--- config.mk ---
export PLATFORM = sky130hd
export DESIGN_NAME = io_window_bridge
export DESIGN_NICKNAME = d
export VERILOG_FILES = /design/src/rtl/io_win_pkg.sv /design/src/rtl/io_win_xlate.sv /design/src/rtl/io_win_lanes.sv /design/src/rtl/io_win_ctrl.sv /design/src/rtl/io_window_bridge.sv
export SDC_FILE = /design/constraint.sdc
export NUM_CORES = 1
export LEC_CHECK = 0
export BUFFER_PORTS_ARGS = -buffer_cell sky130_fd_sc_hd__clkbuf_2
export CORE_MARGIN = 1
export CORE_UTILIZATION = 46
export CTS_CLUSTER_SIZE = 40
export DETAILED_ROUTE_END_ITERATION = 12
export GPL_TIMING_DRIVEN = 0
export PLACE_DENSITY_LB_ADDON = 0.2
export SKIP_CTS_REPAIR_TIMING = 1
export SLEW_MARGIN = 40
export SYNTH_ARGS = -nofsm -noshare
export SYNTH_HDL_FRONTEND = slang
export SYNTH_SLANG_ARGS = --single-unit
--- constraint.sdc ---
create_clock -name clk -period 1.82 [get_ports clk]
set_input_delay 0.182 -clock clk [delete_from_list [all_inputs] [get_ports clk]]
set_output_delay 0.182 -clock clk [all_outputs]
set_load 0.01 [all_outputs]
--- src/rtl/io_win_pkg.sv ---
// Package io_win_pkg
// Shared constants and types for the I/O window bridge.
// Assumes a 32-bit CPU data path carried as four byte lanes.
package io_win_pkg;
    localparam int DATA_W  = 32;
    localparam int LANES   = DATA_W / 8;

    localparam logic [1:0] SZ_BYTE = 2'd0;
    localparam logic [1:0] SZ_HALF = 2'd1;

    typedef enum logic [1:0] {
        ST_IDLE  = 2'd0,
        ST_ISSUE = 2'd1,
        ST_WAIT  = 2'd2,
        ST_RESP  = 2'd3
    } bridge_state_e;
endpackage

--- src/rtl/io_win_xlate.sv ---
// Module io_win_xlate
// Purely combinational window decode and port-address translation.
// Assumes the window is a power-of-two region aligned to its size and
// that the sparse field lies inside a 32-bit address.
module io_win_xlate #(
    parameter logic [31:0] WIN_BASE     = 32'h8000_0000,
    parameter int          WIN_LOG2     = 23,
    parameter int          CONTIG_BITS  = 16,
    parameter int          KEEP_BITS    = 5,
    parameter int          SPARSE_HI    = 26,
    parameter int          SPARSE_LO    = 12,
    parameter int          SPARSE_SHIFT = 7,
    parameter int          PORT_W       = SPARSE_HI - SPARSE_SHIFT + 1
) (
    input  logic [31:0]       addr,
    input  logic              sparse,
    output logic              hit,
    output logic [PORT_W-1:0] port
);
    localparam logic [31:0] WIN_MASK    = (32'd1 << WIN_LOG2) - 32'd1;
    localparam logic [31:0] CONTIG_MASK = (32'd1 << CONTIG_BITS) - 32'd1;
    localparam logic [31:0] KEEP_MASK   = (32'd1 << KEEP_BITS) - 32'd1;
    localparam logic [31:0] FIELD_MASK  =
        ((32'd1 << (SPARSE_HI + 1)) - 32'd1) & ~((32'd1 << SPARSE_LO) - 32'd1);

    logic [31:0] offset;
    logic [31:0] contig_full;
    logic [31:0] sparse_full;

    // Split the address into window tag compare and in-window offset.
    always_comb begin
        hit    = ((addr ^ WIN_BASE) & ~WIN_MASK) == 32'd0;
        offset = addr & WIN_MASK;
    end

    // Build both candidate port numbers and pick one by map mode.
    always_comb begin
        contig_full = offset & CONTIG_MASK;
        sparse_full = (offset & KEEP_MASK) | ((offset & FIELD_MASK) >> SPARSE_SHIFT);
        port        = sparse ? PORT_W'(sparse_full) : PORT_W'(contig_full);
    end
endmodule

--- src/rtl/io_win_lanes.sv ---
// Module io_win_lanes
// Size-aware byte-lane steering. Zeroes lanes above the access size and,
// for big-endian ordering, reverses the bytes inside the access.
// The same logic serves write and read data since the swap is its own inverse.
module io_win_lanes
    import io_win_pkg::*;
#(
    parameter bit BIG_ENDIAN = 1'b1
) (
    input  logic [1:0]        size,
    input  logic [DATA_W-1:0] din,
    output logic [DATA_W-1:0] dout
);
    logic [DATA_W-1:0] half_v;
    logic [DATA_W-1:0] word_v;

    generate
        if (BIG_ENDIAN) begin : g_swap
            // Exchange the two bytes of a halfword and reverse all lanes of a word.
            always_comb begin
                half_v = {16'd0, din[7:0], din[15:8]};
                for (int i = 0; i < LANES; i++) begin
                    word_v[8*i +: 8] = din[8*(LANES-1-i) +: 8];
                end
            end
        end else begin : g_pass
            // Keep lane order; only mask the halfword case.
            always_comb begin
                half_v = {16'd0, din[15:0]};
                word_v = din;
            end
        end
    endgenerate

    // Select the steering that matches the access size.
    always_comb begin
        case (size)
            SZ_BYTE: dout = {24'd0, din[7:0]};
            SZ_HALF: dout = half_v;
            default: dout = word_v;
        endcase
    end
endmodule

--- src/rtl/io_win_ctrl.sv ---
// Module io_win_ctrl
// Single-outstanding access sequencer. Captures a translated request on
// acceptance, presents it to the I/O bus until taken, waits for read data,
// then strobes completion back to the CPU side.
// Assumes io_rvalid arrives only for an issued read.
module io_win_ctrl
    import io_win_pkg::*;
#(
    parameter int PORT_W = 20
) (
    input  logic              clk,
    input  logic              rst_n,
    input  logic              cpu_valid,
    input  logic              cpu_we,
    input  logic [1:0]        cpu_size,
    input  logic              hit,
    input  logic [PORT_W-1:0] port_in,
    input  logic [DATA_W-1:0] wdata_in,
    input  logic [DATA_W-1:0] rdata_in,
    output logic              cpu_ready,
    output logic              cpu_done,
    output logic [DATA_W-1:0] cpu_rdata,
    output logic              io_valid,
    input  logic              io_ready,
    output logic              io_we,
    output logic [1:0]        io_size,
    output logic [PORT_W-1:0] io_addr,
    output logic [DATA_W-1:0] io_wdata,
    input  logic              io_rvalid
);
    bridge_state_e state;

    // Handshake outputs follow the sequencer state.
    always_comb begin
        cpu_ready = (state == ST_IDLE);
        io_valid  = (state == ST_ISSUE);
        cpu_done  = (state == ST_RESP);
    end

    // Sequence one access from acceptance through completion.
    always_ff @(posedge clk) begin
        if (!rst_n) begin
            state     <= ST_IDLE;
            io_we     <= 1'b0;
            io_size   <= SZ_BYTE;
            io_addr   <= '0;
            io_wdata  <= '0;
            cpu_rdata <= '0;
        end else begin
            case (state)
                ST_IDLE: begin
                    if (cpu_valid) begin
                        io_we     <= cpu_we;
                        io_size   <= cpu_size;
                        io_addr   <= port_in;
                        io_wdata  <= wdata_in;
                        cpu_rdata <= '0;
                        state     <= hit ? ST_ISSUE : ST_RESP;
                    end
                end
                ST_ISSUE: begin
                    if (io_ready) begin
                        state <= io_we ? ST_RESP : ST_WAIT;
                    end
                end
                ST_WAIT: begin
                    if (io_rvalid) begin
                        cpu_rdata <= rdata_in;
                        state     <= ST_RESP;
                    end
                end
                default: state <= ST_IDLE;
            endcase
        end
    end

    // Out-of-window access never reaches the I/O bus.
    assert_miss_local_R1: assert property (@(posedge clk) disable iff (!rst_n)
        (cpu_valid && cpu_ready && !hit) |=> (cpu_done && !io_valid && cpu_rdata == '0));

    // A pending request holds its fields until taken.
    assert_hold_request_R9: assert property (@(posedge clk) disable iff (!rst_n)
        (io_valid && !io_ready) |=> (io_valid && $stable(io_addr) && $stable(io_wdata)
                                     && $stable(io_size) && $stable(io_we)));

    // An I/O request only starts from an accepted in-window access.
    assert_issue_origin_R9: assert property (@(posedge clk) disable iff (!rst_n)
        $rose(io_valid) |-> $past(cpu_valid && cpu_ready && hit));

    // Completion is a single-cycle strobe.
    assert_done_pulse_R10: assert property (@(posedge clk) disable iff (!rst_n)
        cpu_done |=> !cpu_done);

    // A read does not complete before its data returns.
    assert_read_waits_R10: assert property (@(posedge clk) disable iff (!rst_n)
        (state == ST_WAIT && !io_rvalid) |=> !cpu_done);
endmodule

--- src/rtl/io_window_bridge.sv ---
// Module io_window_bridge
// Top of the I/O window bridge: window decode and port translation,
// write/read lane steering and the access sequencer.
// Assumes one CPU access in flight at a time.
module io_window_bridge
    import io_win_pkg::*;
#(
    parameter logic [31:0] WIN_BASE     = 32'h8000_0000,
    parameter int          WIN_LOG2     = 23,
    parameter int          CONTIG_BITS  = 16,
    parameter int          KEEP_BITS    = 5,
    parameter int          SPARSE_HI    = 26,
    parameter int          SPARSE_LO    = 12,
    parameter int          SPARSE_SHIFT = 7,
    parameter bit          BIG_ENDIAN   = 1'b1,
    localparam int         PORT_W       = SPARSE_HI - SPARSE_SHIFT + 1
) (
    input  logic              clk,
    input  logic              rst_n,
    input  logic              map_sparse,
    input  logic              cpu_valid,
    output logic              cpu_ready,
    input  logic              cpu_we,
    input  logic [1:0]        cpu_size,
    input  logic [31:0]       cpu_addr,
    input  logic [DATA_W-1:0] cpu_wdata,
    output logic              cpu_done,
    output logic [DATA_W-1:0] cpu_rdata,
    output logic              io_valid,
    input  logic              io_ready,
    output logic              io_we,
    output logic [1:0]        io_size,
    output logic [PORT_W-1:0] io_addr,
    output logic [DATA_W-1:0] io_wdata,
    input  logic              io_rvalid,
    input  logic [DATA_W-1:0] io_rdata
);
    logic              hit;
    logic [PORT_W-1:0] port;
    logic [DATA_W-1:0] wdata_lanes;
    logic [DATA_W-1:0] rdata_lanes;

    io_win_xlate #(
        .WIN_BASE    (WIN_BASE),
        .WIN_LOG2    (WIN_LOG2),
        .CONTIG_BITS (CONTIG_BITS),
        .KEEP_BITS   (KEEP_BITS),
        .SPARSE_HI   (SPARSE_HI),
        .SPARSE_LO   (SPARSE_LO),
        .SPARSE_SHIFT(SPARSE_SHIFT),
        .PORT_W      (PORT_W)
    ) u_xlate (
        .addr  (cpu_addr),
        .sparse(map_sparse),
        .hit   (hit),
        .port  (port)
    );

    io_win_lanes #(.BIG_ENDIAN(BIG_ENDIAN)) u_wlanes (
        .size(cpu_size),
        .din (cpu_wdata),
        .dout(wdata_lanes)
    );

    io_win_lanes #(.BIG_ENDIAN(BIG_ENDIAN)) u_rlanes (
        .size(io_size),
        .din (io_rdata),
        .dout(rdata_lanes)
    );

    io_win_ctrl #(.PORT_W(PORT_W)) u_ctrl (
        .clk      (clk),
        .rst_n    (rst_n),
        .cpu_valid(cpu_valid),
        .cpu_we   (cpu_we),
        .cpu_size (cpu_size),
        .hit      (hit),
        .port_in  (port),
        .wdata_in (wdata_lanes),
        .rdata_in (rdata_lanes),
        .cpu_ready(cpu_ready),
        .cpu_done (cpu_done),
        .cpu_rdata(cpu_rdata),
        .io_valid (io_valid),
        .io_ready (io_ready),
        .io_we    (io_we),
        .io_size  (io_size),
        .io_addr  (io_addr),
        .io_wdata (io_wdata),
        .io_rvalid(io_rvalid)
    );
endmodule

==> results.sh, run 1 <==
export IMPL_finalSetupTns_ns=0
export IMPL_cp_arrival_ns=1.99
export IMPL_rsz0062_at_grt="true"
export IMPL_regToRegEndpoint="u_ctrl.cpu_rdata[19]"
export IMPL_peakVddDrop_v=0.000539
export IMPL_finalNonFillerCells=746
export IMPL_dp_cells=728
export IMPL_syn_inst=433
export IMPL_power_density_nw_per_um2=1130
export IMPL_ant_nets=0
export IMPL_fin_util_pct=64.5
export IMPL_status="finished clean"
export IMPL_cp_max_fo=10
export IMPL_layout_nets=745
export IMPL_dr_pass1_iters=5
export IMPL_dr_first_iter_drc_count=157
export IMPL_max_stage_delay_ns=0.39
export IMPL_dpl_hpwl_um=8870
export IMPL_synth_largest_area_cell="dfxtp_1"
export IMPL_yosys_warnings=0
export IMPL_cts_buffers=9
export IMPL_end_kind="flop"
export IMPL_endpoint="u_ctrl.cpu_rdata[19]"
export IMPL_finClkSkew_ns=0.0110
export IMPL_r2r_start="u_ctrl.state[0]"
export IMPL_fmax_mhz=582
export IMPL_clk_latency_ns=0.35
export IMPL_grt_antenna_before_repair=0
export IMPL_startpoint="u_ctrl.state[0]"
export IMPL_grt_max_degree=16
export IMPL_cts_buffer_depth=2
export IMPL_critPathKind="flop to flop"
export IMPL_clock_root_buffer="clkbuf_8"
export IMPL_setup_viol=0
export IMPL_die_w_um=95.2
export IMPL_r2r_cells=7
export IMPL_hold_viol_final=0
export IMPL_maxCapViolCount=0
export IMPL_drc=0
export IMPL_routed_wl_um=11600
export IMPL_die_y_um=95.2
export IMPL_synth_seq_area_share_pct=42.6
export IMPL_vias=3913
export IMPL_hold_path_class="input pin to flop"
export IMPL_ys_seq_elements=85
export IMPL_grt_first_pass_wirelength_um=17700
export IMPL_gr_total_overflow=0
export IMPL_netlist_area_leader_share_pct=42.6
export IMPL_portBuffers=187
export IMPL_start_kind="flop"
export IMPL_numClockSinks=85
export IMPL_synth_avg_cell_area_um2=9.23
export IMPL_yosysUniqueCellTypes=38
export IMPL_dieArea_um2=9060
export IMPL_routabilityCongestion=0.875
export IMPL_layout_area_overhead_vs_synth_pct=33.9
export IMPL_drive_gt1_share_pct=41.5
export IMPL_track_usage_pct=25.6
export IMPL_pin_count=195
export IMPL_period_share_pct=94.4
export IMPL_htree_num_levels=3
export IMPL_yosys_top_cells_area="dfxtp_1 43%, nand2_1 7.2%, mux2i_1 7.0%"
export IMPL_period_needed_ns=1.72
export IMPL_clkTransAtPathRegs_ns=0.08
export IMPL_syn_area_um2=4000
export IMPL_p_leak_nw=2.51
export IMPL_initial_utilization_pct=48.2
export IMPL_crit_chain="inv_1, ha_1, nor2_2, nand3b_1, clkbuf_4, nand2_1, a21boi_0"
export IMPL_grt_pass1_vias=3703
export IMPL_cts_tree="yes"
export IMPL_avgRoutedWirePerCell_um=15.5
export IMPL_rows=33
export IMPL_coreArea_um2=8300
export IMPL_insertedDiodeCount=0
export IMPL_required_ns=2.09
export IMPL_drt_vias_per_instance=5.25
export IMPL_cpMaxStageDelayCell="dfxtp_1"
export IMPL_slew_viol_final=0
export IMPL_r2r_slack_ns=0.10
metrics by stage:
stage	area, um2	power (mW)	setup WS (ns)	hold slack (ns)
2_1_floorplan	4010	3.63	0.292	0.319
3_3_place_gp	5070	4.32	0.103	0.416
3_5_place_dp	5070	4.37	0.0680	0.428
4_1_cts	5320	6.00	0.0431	0.0484
5_1_grt	5350	6.41	-0.0254	0.0577
6_report	5350	6.07	0.102	0.0619
placed cells by master, fill, tap and decap left out, types with 10 or more instances in the layout:
cell	n
nand3_1	31
nand3_2	10
mux2i_1	28
a21boi_0	31
a21boi_2	10
buf_4	12
clkbuf_2	189
nand2_1	77
o211a_1	11
nor2b_1	11
clkbuf_1	11
buf_2	14
dfxtp_1	85
layout make-up:
type | instances | area, um2
Timing Repair Buffer | 189 | 948
Clock buffer | 9 | 124
Tap cell | 105 | 131
Inverter | 3 | 11.3
Fill cell | 744 | 2950
Buffer | 43 | 248
Clock inverter | 7 | 124
Sequential cell | 85 | 1700
Multi-Input combinational cell | 305 | 2060
cells in the mapped netlist, drive strengths merged:
master	count
a21oi	1
nor4b	1
o211ai	8
mux2i	28
nor4	2
dfxtp	85
and3	1
inv	3
o211a	11
nor3b	8
ha	4
a221oi	8
nand4b	1
buf	30
conb	1
nand2	78
nand3	41
a22oi	8
and3b	1
o21ai	8
nor2b	11
a21boi	48
clkbuf	13
nand2b	3
a22o	8
a32o	1
nand3b	1
mux2	8
nor2	10
and2	2
registers in the layout, indices dropped and copies added, names as in the netlist:
register / count
u_ctrl.cpu_rdata: 32
u_ctrl.io_wdata: 32
u_ctrl.io_addr: 16
u_ctrl.io_size: 2
u_ctrl.state: 2
u_ctrl.io_we: 1
power by group:
group          internal, mW  switching [mW]  leakage, nW
clock network         0.919           0.715        0.120
registers              2.12           0.149        0.693
logic                 0.898            1.26         1.70
worst max-delay path, delay by kind of cell (launching register included):
| kind | cells | cell delay (ns) |
|---|---|---|
| AOI/OAI and AO/OA | 1 | 0.15 |
| adders and majority gates | 1 | 0.25 |
| and+or+nand+nor | 3 | 0.50 |
| buffers and inverters | 2 | 0.35 |
| DFF | 1 | 0.39 |
cells by family (layout without fill, tap and decap cells):
group	after synthesis	after routing	share of synthesized area [%]
adders and majority gates	4	4	1.25
AOI/OAI and AO/OA	101	101	20.6
muxes	36	36	9.27
other	1	4	0.0938
and+or+nand+nor	160	160	20.0
DFF	85	85	42.6
buffers and inverters	46	251	6.17
per-layer routing:
layer | vias to the layer above | global-route usage [%] | share of wire, %
met1 | 1808 | 32.9 | 45
met3 | 21 | 5.50 | 6.7
li1 | 1928 | - | -
met4 | 0 | 11.7 | 2.3
met5 | - | 0 | 0
met2 | 156 | 40.8 | 46
how the worst min path moves through the flow:
stage / from / to / slack [ns] / cells past startpoint
finish: cpu_addr[1] / u_ctrl.io_addr[1] / 0.06 / 3
CTS: cpu_addr[1] / u_ctrl.io_addr[1] / 0.05 / 3
detailed placement: cpu_addr[3] / u_ctrl.io_addr[3] / 0.43 / 3
global placement: cpu_addr[4] / u_ctrl.io_addr[4] / 0.42 / 3
global route: cpu_addr[2] / u_ctrl.io_addr[2] / 0.06 / 3
floorplan: io_rdata[12] / u_ctrl.cpu_rdata[20] / 0.32 / 2
Power figures use the tool's default switching activity.
==> run 2, diff against run 1 <==
- RECOVER_POWER: default -> 25
==> run 2 against run 1 <==
Worst setup slack improved by 0.0075 ns. Final cell count did not move. Combinational power barely moved. Wire length rose by 0.31%. Flip-flop and latch count did not move. Critical path type unchanged. Critical endpoint unchanged. Largest cell class unchanged.
==> results.sh, run 2 (synthesized netlist as in run 1, its figures left out) <==
export IMPL_status="finished clean"
export IMPL_ant_nets=0
export IMPL_wl_met2_um=5230
export IMPL_peakVddDrop_v=0.000533
export IMPL_maxCapViolCount=0
export IMPL_initial_utilization_pct=48.2
export IMPL_gr_total_overflow=0
export IMPL_clkTransAtPathRegs_ns=0.09
export IMPL_hold_path_class="input pin to flop"
export IMPL_dr_pass1_iters=4
export IMPL_dp_slack_ns=0.0680
export IMPL_start_kind="flop"
export IMPL_setup_viol=0
export IMPL_layout_nets=745
export IMPL_htree_num_levels=3
export IMPL_timing_final_ws_setup_ns=0.110
export IMPL_drt_vias_per_instance=5.25
export IMPL_total_power_mw=6.04
export IMPL_rsz0062_at_grt="true"
export IMPL_required_ns=2.10
export IMPL_grt_max_degree=16
export IMPL_period_needed_ns=1.71
export IMPL_insertedDiodeCount=0
export IMPL_pin_count=195
export IMPL_final_cell_mix="150 x clkbuf_2, 85 x dfxtp_1, 77 x nand2_1"
export IMPL_avgRoutedWirePerCell_um=15.6
export IMPL_grt_first_pass_wirelength_um=17700
export IMPL_cp_arrival_ns=1.99
export IMPL_finClkSkew_ns=0.0107
export IMPL_wl_met3_um=837
export IMPL_layout_commonest_cell="clkbuf_2"
export IMPL_drive_gt1_share_pct=35.4
export IMPL_coreArea_um2=8300
export IMPL_grt_antenna_before_repair=0
export IMPL_die_w_um=95.2
export IMPL_die_y_um=95.2
export IMPL_slew_viol_final=0
export IMPL_critPathKind="flop to flop"
export IMPL_wl_met1_um=5280
export IMPL_cts_tree="yes"
export IMPL_portBuffers=187
export IMPL_routabilityCongestion=0.875
export IMPL_cts_buffer_depth=2
export IMPL_grt_pass1_vias=3703
export IMPL_fmax_mhz=585
export IMPL_p_leak_nw=2.38
export IMPL_numClockSinks=85
export IMPL_highest_layer="met4"
export IMPL_top_regs="u_ctrl.cpu_rdata: 32 flops, u_ctrl.io_wdata: 32 flops, u_ctrl.io_addr: 16 flops"
export IMPL_dieArea_um2=9060
export IMPL_track_usage_pct=25.6
export IMPL_rows=33
export IMPL_vias=3917
export IMPL_clock_root_buffer="clkbuf_8"
export IMPL_dpl_hpwl_um=8870
export IMPL_power_density_nw_per_um2=1140
export IMPL_cp_max_fo=10
export IMPL_routed_wl_um=11600
export IMPL_end_kind="flop"
export IMPL_period_share_pct=94.0
export IMPL_drc=0
export IMPL_hold_viol_final=0
export IMPL_dr_first_iter_drc_count=196
export IMPL_cts_buffers=9
export IMPL_clk_latency_ns=0.35
export IMPL_layout_area_overhead_vs_synth_pct=32.7
[run 2: changes by cell type in the layout (fill, tap and decap cells not counted)]
cell      change
clkbuf_1     +39
clkbuf_2     -39
[run 2: layout make-up]
| type | instances | area [um2] |
|---|---|---|
| Inverter | 3 | 11.3 |
| Multi-Input combinational cell | 305 | 2060 |
| Buffer | 43 | 248 |
| Clock buffer | 9 | 124 |
| Clock inverter | 7 | 124 |
| Tap cell | 105 | 131 |
| Fill cell | 763 | 3000 |
| Timing Repair Buffer | 189 | 900 |
| Sequential cell | 85 | 1700 |
[run 2: worst max-delay path: stages, from the launching register on]
cell and delay, ns:
dfxtp_1 0.39, inv_1 0.08, ha_1 0.25, nor2_2 0.15, nand3b_1 0.29, clkbuf_4 0.27, nand2_1 0.06, a21boi_0 0.15
[run 2: path summary, 6_finish.rpt]
kind	from	cells after the start	slack, ns	end
hold reg to reg	u_ctrl.io_wdata[5]	2	0.46	u_ctrl.io_wdata[5]
hold / removal	cpu_addr[1]	3	0.06	u_ctrl.io_addr[1]
setup reg to reg	u_ctrl.state[0]	7	0.11	u_ctrl.cpu_rdata[19]
setup / recovery	u_ctrl.state[0]	7	0.11	u_ctrl.cpu_rdata[19]
[run 2: layer usage]
layer  vias up  global-route usage, %
met4         0                   11.7
met5         -                      0
met2       160                   40.8
met3        23                   5.50
li1       1921                      -
met1      1813                   32.9
[run 2: stage by stage]
stage | TNS [ns] | cells | util, % | cell area (um2) | hold WS (ns)
4_1_cts | 0 | 744 | 64.1 | 5320 | 0.0484
2_1_floorplan | 0 | 436 | - | 4010 | 0.319
3_3_place_gp | 0 | 728 | 61.1 | 5070 | 0.416
5_1_grt | -0.105 | 746 | 63.9 | 5300 | 0.0577
6_report | 0 | 746 | 63.9 | 5300 | 0.0600
3_5_place_dp | 0 | 728 | 61.1 | 5070 | 0.428
[run 2: power by group]
part / switching [mW] / internal (mW) / total, mW
clock network: 0.717 / 0.919 / 1.64
logic: 1.26 / 0.867 / 2.13
registers: 0.148 / 2.12 / 2.27
total: 2.13 / 3.91 / 6.04
==> run 3, diff against run 2 <==
- CORE_UTILIZATION: 46 -> 42
- clock period: 1.82 -> 1.48 ns (I/O delays scaled with it)
==> run 3 against run 2 <==
First-iteration DRC count fell by 51%. Clock skew rose by 0.0033 ns. Final cell count rose by 3.8%. Critical path depth rose by 1. Register-to-register slack got worse by 0.09 ns. Worst hold slack got worse by 0.040 ns. Via count rose by 1.0%. Non-clock buffer count rose by 4. Global-route usage fell by 1.8 points. Wire length rose by 3.3%. Critical endpoint is now u_ctrl.cpu_rdata[21]. Largest cell class unchanged. Largest power group is now combinational cells.
==> results.sh, run 3 (synthesized netlist as in run 1, its figures left out) <==
export IMPL_top_regs="u_ctrl.cpu_rdata: 32 flops, u_ctrl.io_wdata: 32 flops, u_ctrl.io_addr: 16 flops"
export IMPL_hold_viol_final=0
export IMPL_swShare_pct=36.5
export IMPL_coreArea_um2=9240
export IMPL_cts_buffer_depth=2
export IMPL_layout_nets=749
export IMPL_multi_input_area_um2=2210
export IMPL_power_switching_mw=2.84
export IMPL_finalNonFillerCells=774
export IMPL_rsz0062_at_grt="true"
export IMPL_period_needed_ns=1.46
export IMPL_cpMaxStageDelayCell="dfxtp_4"
export IMPL_crit_buf_inv=3
export IMPL_required_ns=1.78
export IMPL_rows=35
export IMPL_fmax_mhz=686
export IMPL_maxCapViolCount=0
export IMPL_slew_headroom_pct=64.3
export IMPL_initial_utilization_pct=43.2
export IMPL_drt_vias_per_instance=5.11
export IMPL_layout_area_overhead_vs_synth_pct=40.3
export IMPL_hold_path_class="input pin to flop"
export IMPL_insertedDiodeCount=0
export IMPL_intPower_mw=4.94
export IMPL_dieArea_um2=9910
export IMPL_n_fill_cell=885
export IMPL_crit_chain="inv_4, ha_4, nor2_4, and3b_1, buf_6, buf_12, nand3_2, a21boi_2"
export IMPL_max_stage_delay_ns=0.38
export IMPL_layout_commonest_cell="clkbuf_2"
export IMPL_clkTransAtPathRegs_ns=0.10
export IMPL_avgRoutedWirePerCell_um=15.5
export IMPL_drive_gt1_share_pct=40.3
export IMPL_status="finished clean"
export IMPL_die_y_um=99.5
export IMPL_design_area_um2=5610
export IMPL_track_usage_pct=23.8
export IMPL_critPathKind="flop to flop"
export IMPL_clock_root_buffer="clkbuf_8"
export IMPL_ant_nets=0
export IMPL_numClockSinks=85
export IMPL_dr_first_iter_drc_count=97
export IMPL_grt_pass1_vias=3763
export IMPL_slew_viol_final=0
export IMPL_power_density_nw_per_um2=1390
export IMPL_regArea_um2=1710
export IMPL_end_kind="flop"
export IMPL_sequentialPowerShare_pct=36.4
export IMPL_tightest_slew_ns=0.535
export IMPL_routabilityCongestion=0.824
export IMPL_finClkSkew_ns=0.0140
export IMPL_final_cell_mix="153 x clkbuf_2, 83 x dfxtp_1, 77 x nand2_1"
export IMPL_clk_latency_ns=0.36
export IMPL_routed_wl_um=12000
export IMPL_vias=3958
export IMPL_clkPwrFrac_pct=21.4
export IMPL_grt_max_degree=16
export IMPL_period_share_pct=98.5
export IMPL_cp_arrival_ns=1.76
export IMPL_die_w_um=99.5
export IMPL_peakVddDrop_v=0.000598
export IMPL_grt_antenna_before_repair=0
export IMPL_setup_viol=0
export IMPL_crit_family="flip-flops"
export IMPL_cts_tree="yes"
export IMPL_cts_buffers=9
export IMPL_pin_count=195
export IMPL_drc=0
export IMPL_dr_pass1_iters=4
export IMPL_htree_num_levels=3
export IMPL_grt_first_pass_wirelength_um=18500
export IMPL_placed_cell_area_um2=5110
export IMPL_start_kind="flop"
export IMPL_p_leak_nw=2.49
export IMPL_finalSetupTns_ns=0
export IMPL_dp_cells=752
export IMPL_portBuffers=187
export IMPL_gr_total_overflow=0
export IMPL_dpl_hpwl_um=9160
export IMPL_combinationalPowerShare_pct=42.2
export IMPL_cp_max_fo=8
## run 3: final timing paths
path,startpoint,to,slack [ns],depth (start not counted)
max,u_ctrl.state[1],u_ctrl.cpu_rdata[21],0.02,8
min,cpu_we,u_ctrl.io_we,0.02,3
max reg2reg,u_ctrl.state[1],u_ctrl.cpu_rdata[21],0.02,8
min reg2reg,u_ctrl.io_wdata[29],u_ctrl.io_wdata[29],0.46,2
## run 3: tightest hold or removal path, delay by kind of cell
family	cells	cell delay, ns
AND/OR/NAND/NOR	1	0.04
AO/OA/AOI/OAI	1	0.06
buffers and inverters	1	0.08
## run 3: power by group through the flow
stage                     clock [mW]  combinational, mW  sequential, mW
after floorplan                    0               1.50            2.97
after global placement             0               2.50            2.83
after detailed placement           0               2.56            2.85
after CTS                       1.70               2.57            2.80
after global routing            1.80               3.54            2.87
final                           1.66               3.28            2.83
## run 3: layout make-up
class	count	share of cell area, %
multi-input cells	305	39.5
flip-flops and latches	85	30.5
repair buffers	193	17.4
plain buffers	43	5.89
well taps	129	2.88
clock buffers	9	2.21
clock inverters	7	1.32
inverters	3	0.290
## run 3: stage by stage
stage / utilization, % / setup WS [ns] / hold WS (ns) / power [mW]
CTS: 57.4 / -0.285 / 0.00656 / 7.07
detailed placement: 55.3 / -0.251 / 0.393 / 5.41
global route: 60.7 / -0.0490 / 0.0272 / 8.21
finish: 60.7 / 0.0226 / 0.0200 / 7.77
global placement: 55.3 / -0.170 / 0.383 / 5.33
floorplan: - / 0.0123 / 0.285 / 4.47
## run 3: per-layer routing
| layer | global-route usage, % | share of wire (%) | wire, um | vias up |
|---|---|---|---|---|
| met5 | 0 | 0 | 0 | - |
| met4 | 8.26 | 1.6 | 197 | 0 |
| met3 | 5.06 | 5.6 | 674 | 18 |
| met2 | 41.3 | 49 | 5850 | 121 |
| met1 | 29.1 | 44 | 5280 | 1884 |
| li1 | - | - | - | 1935 |
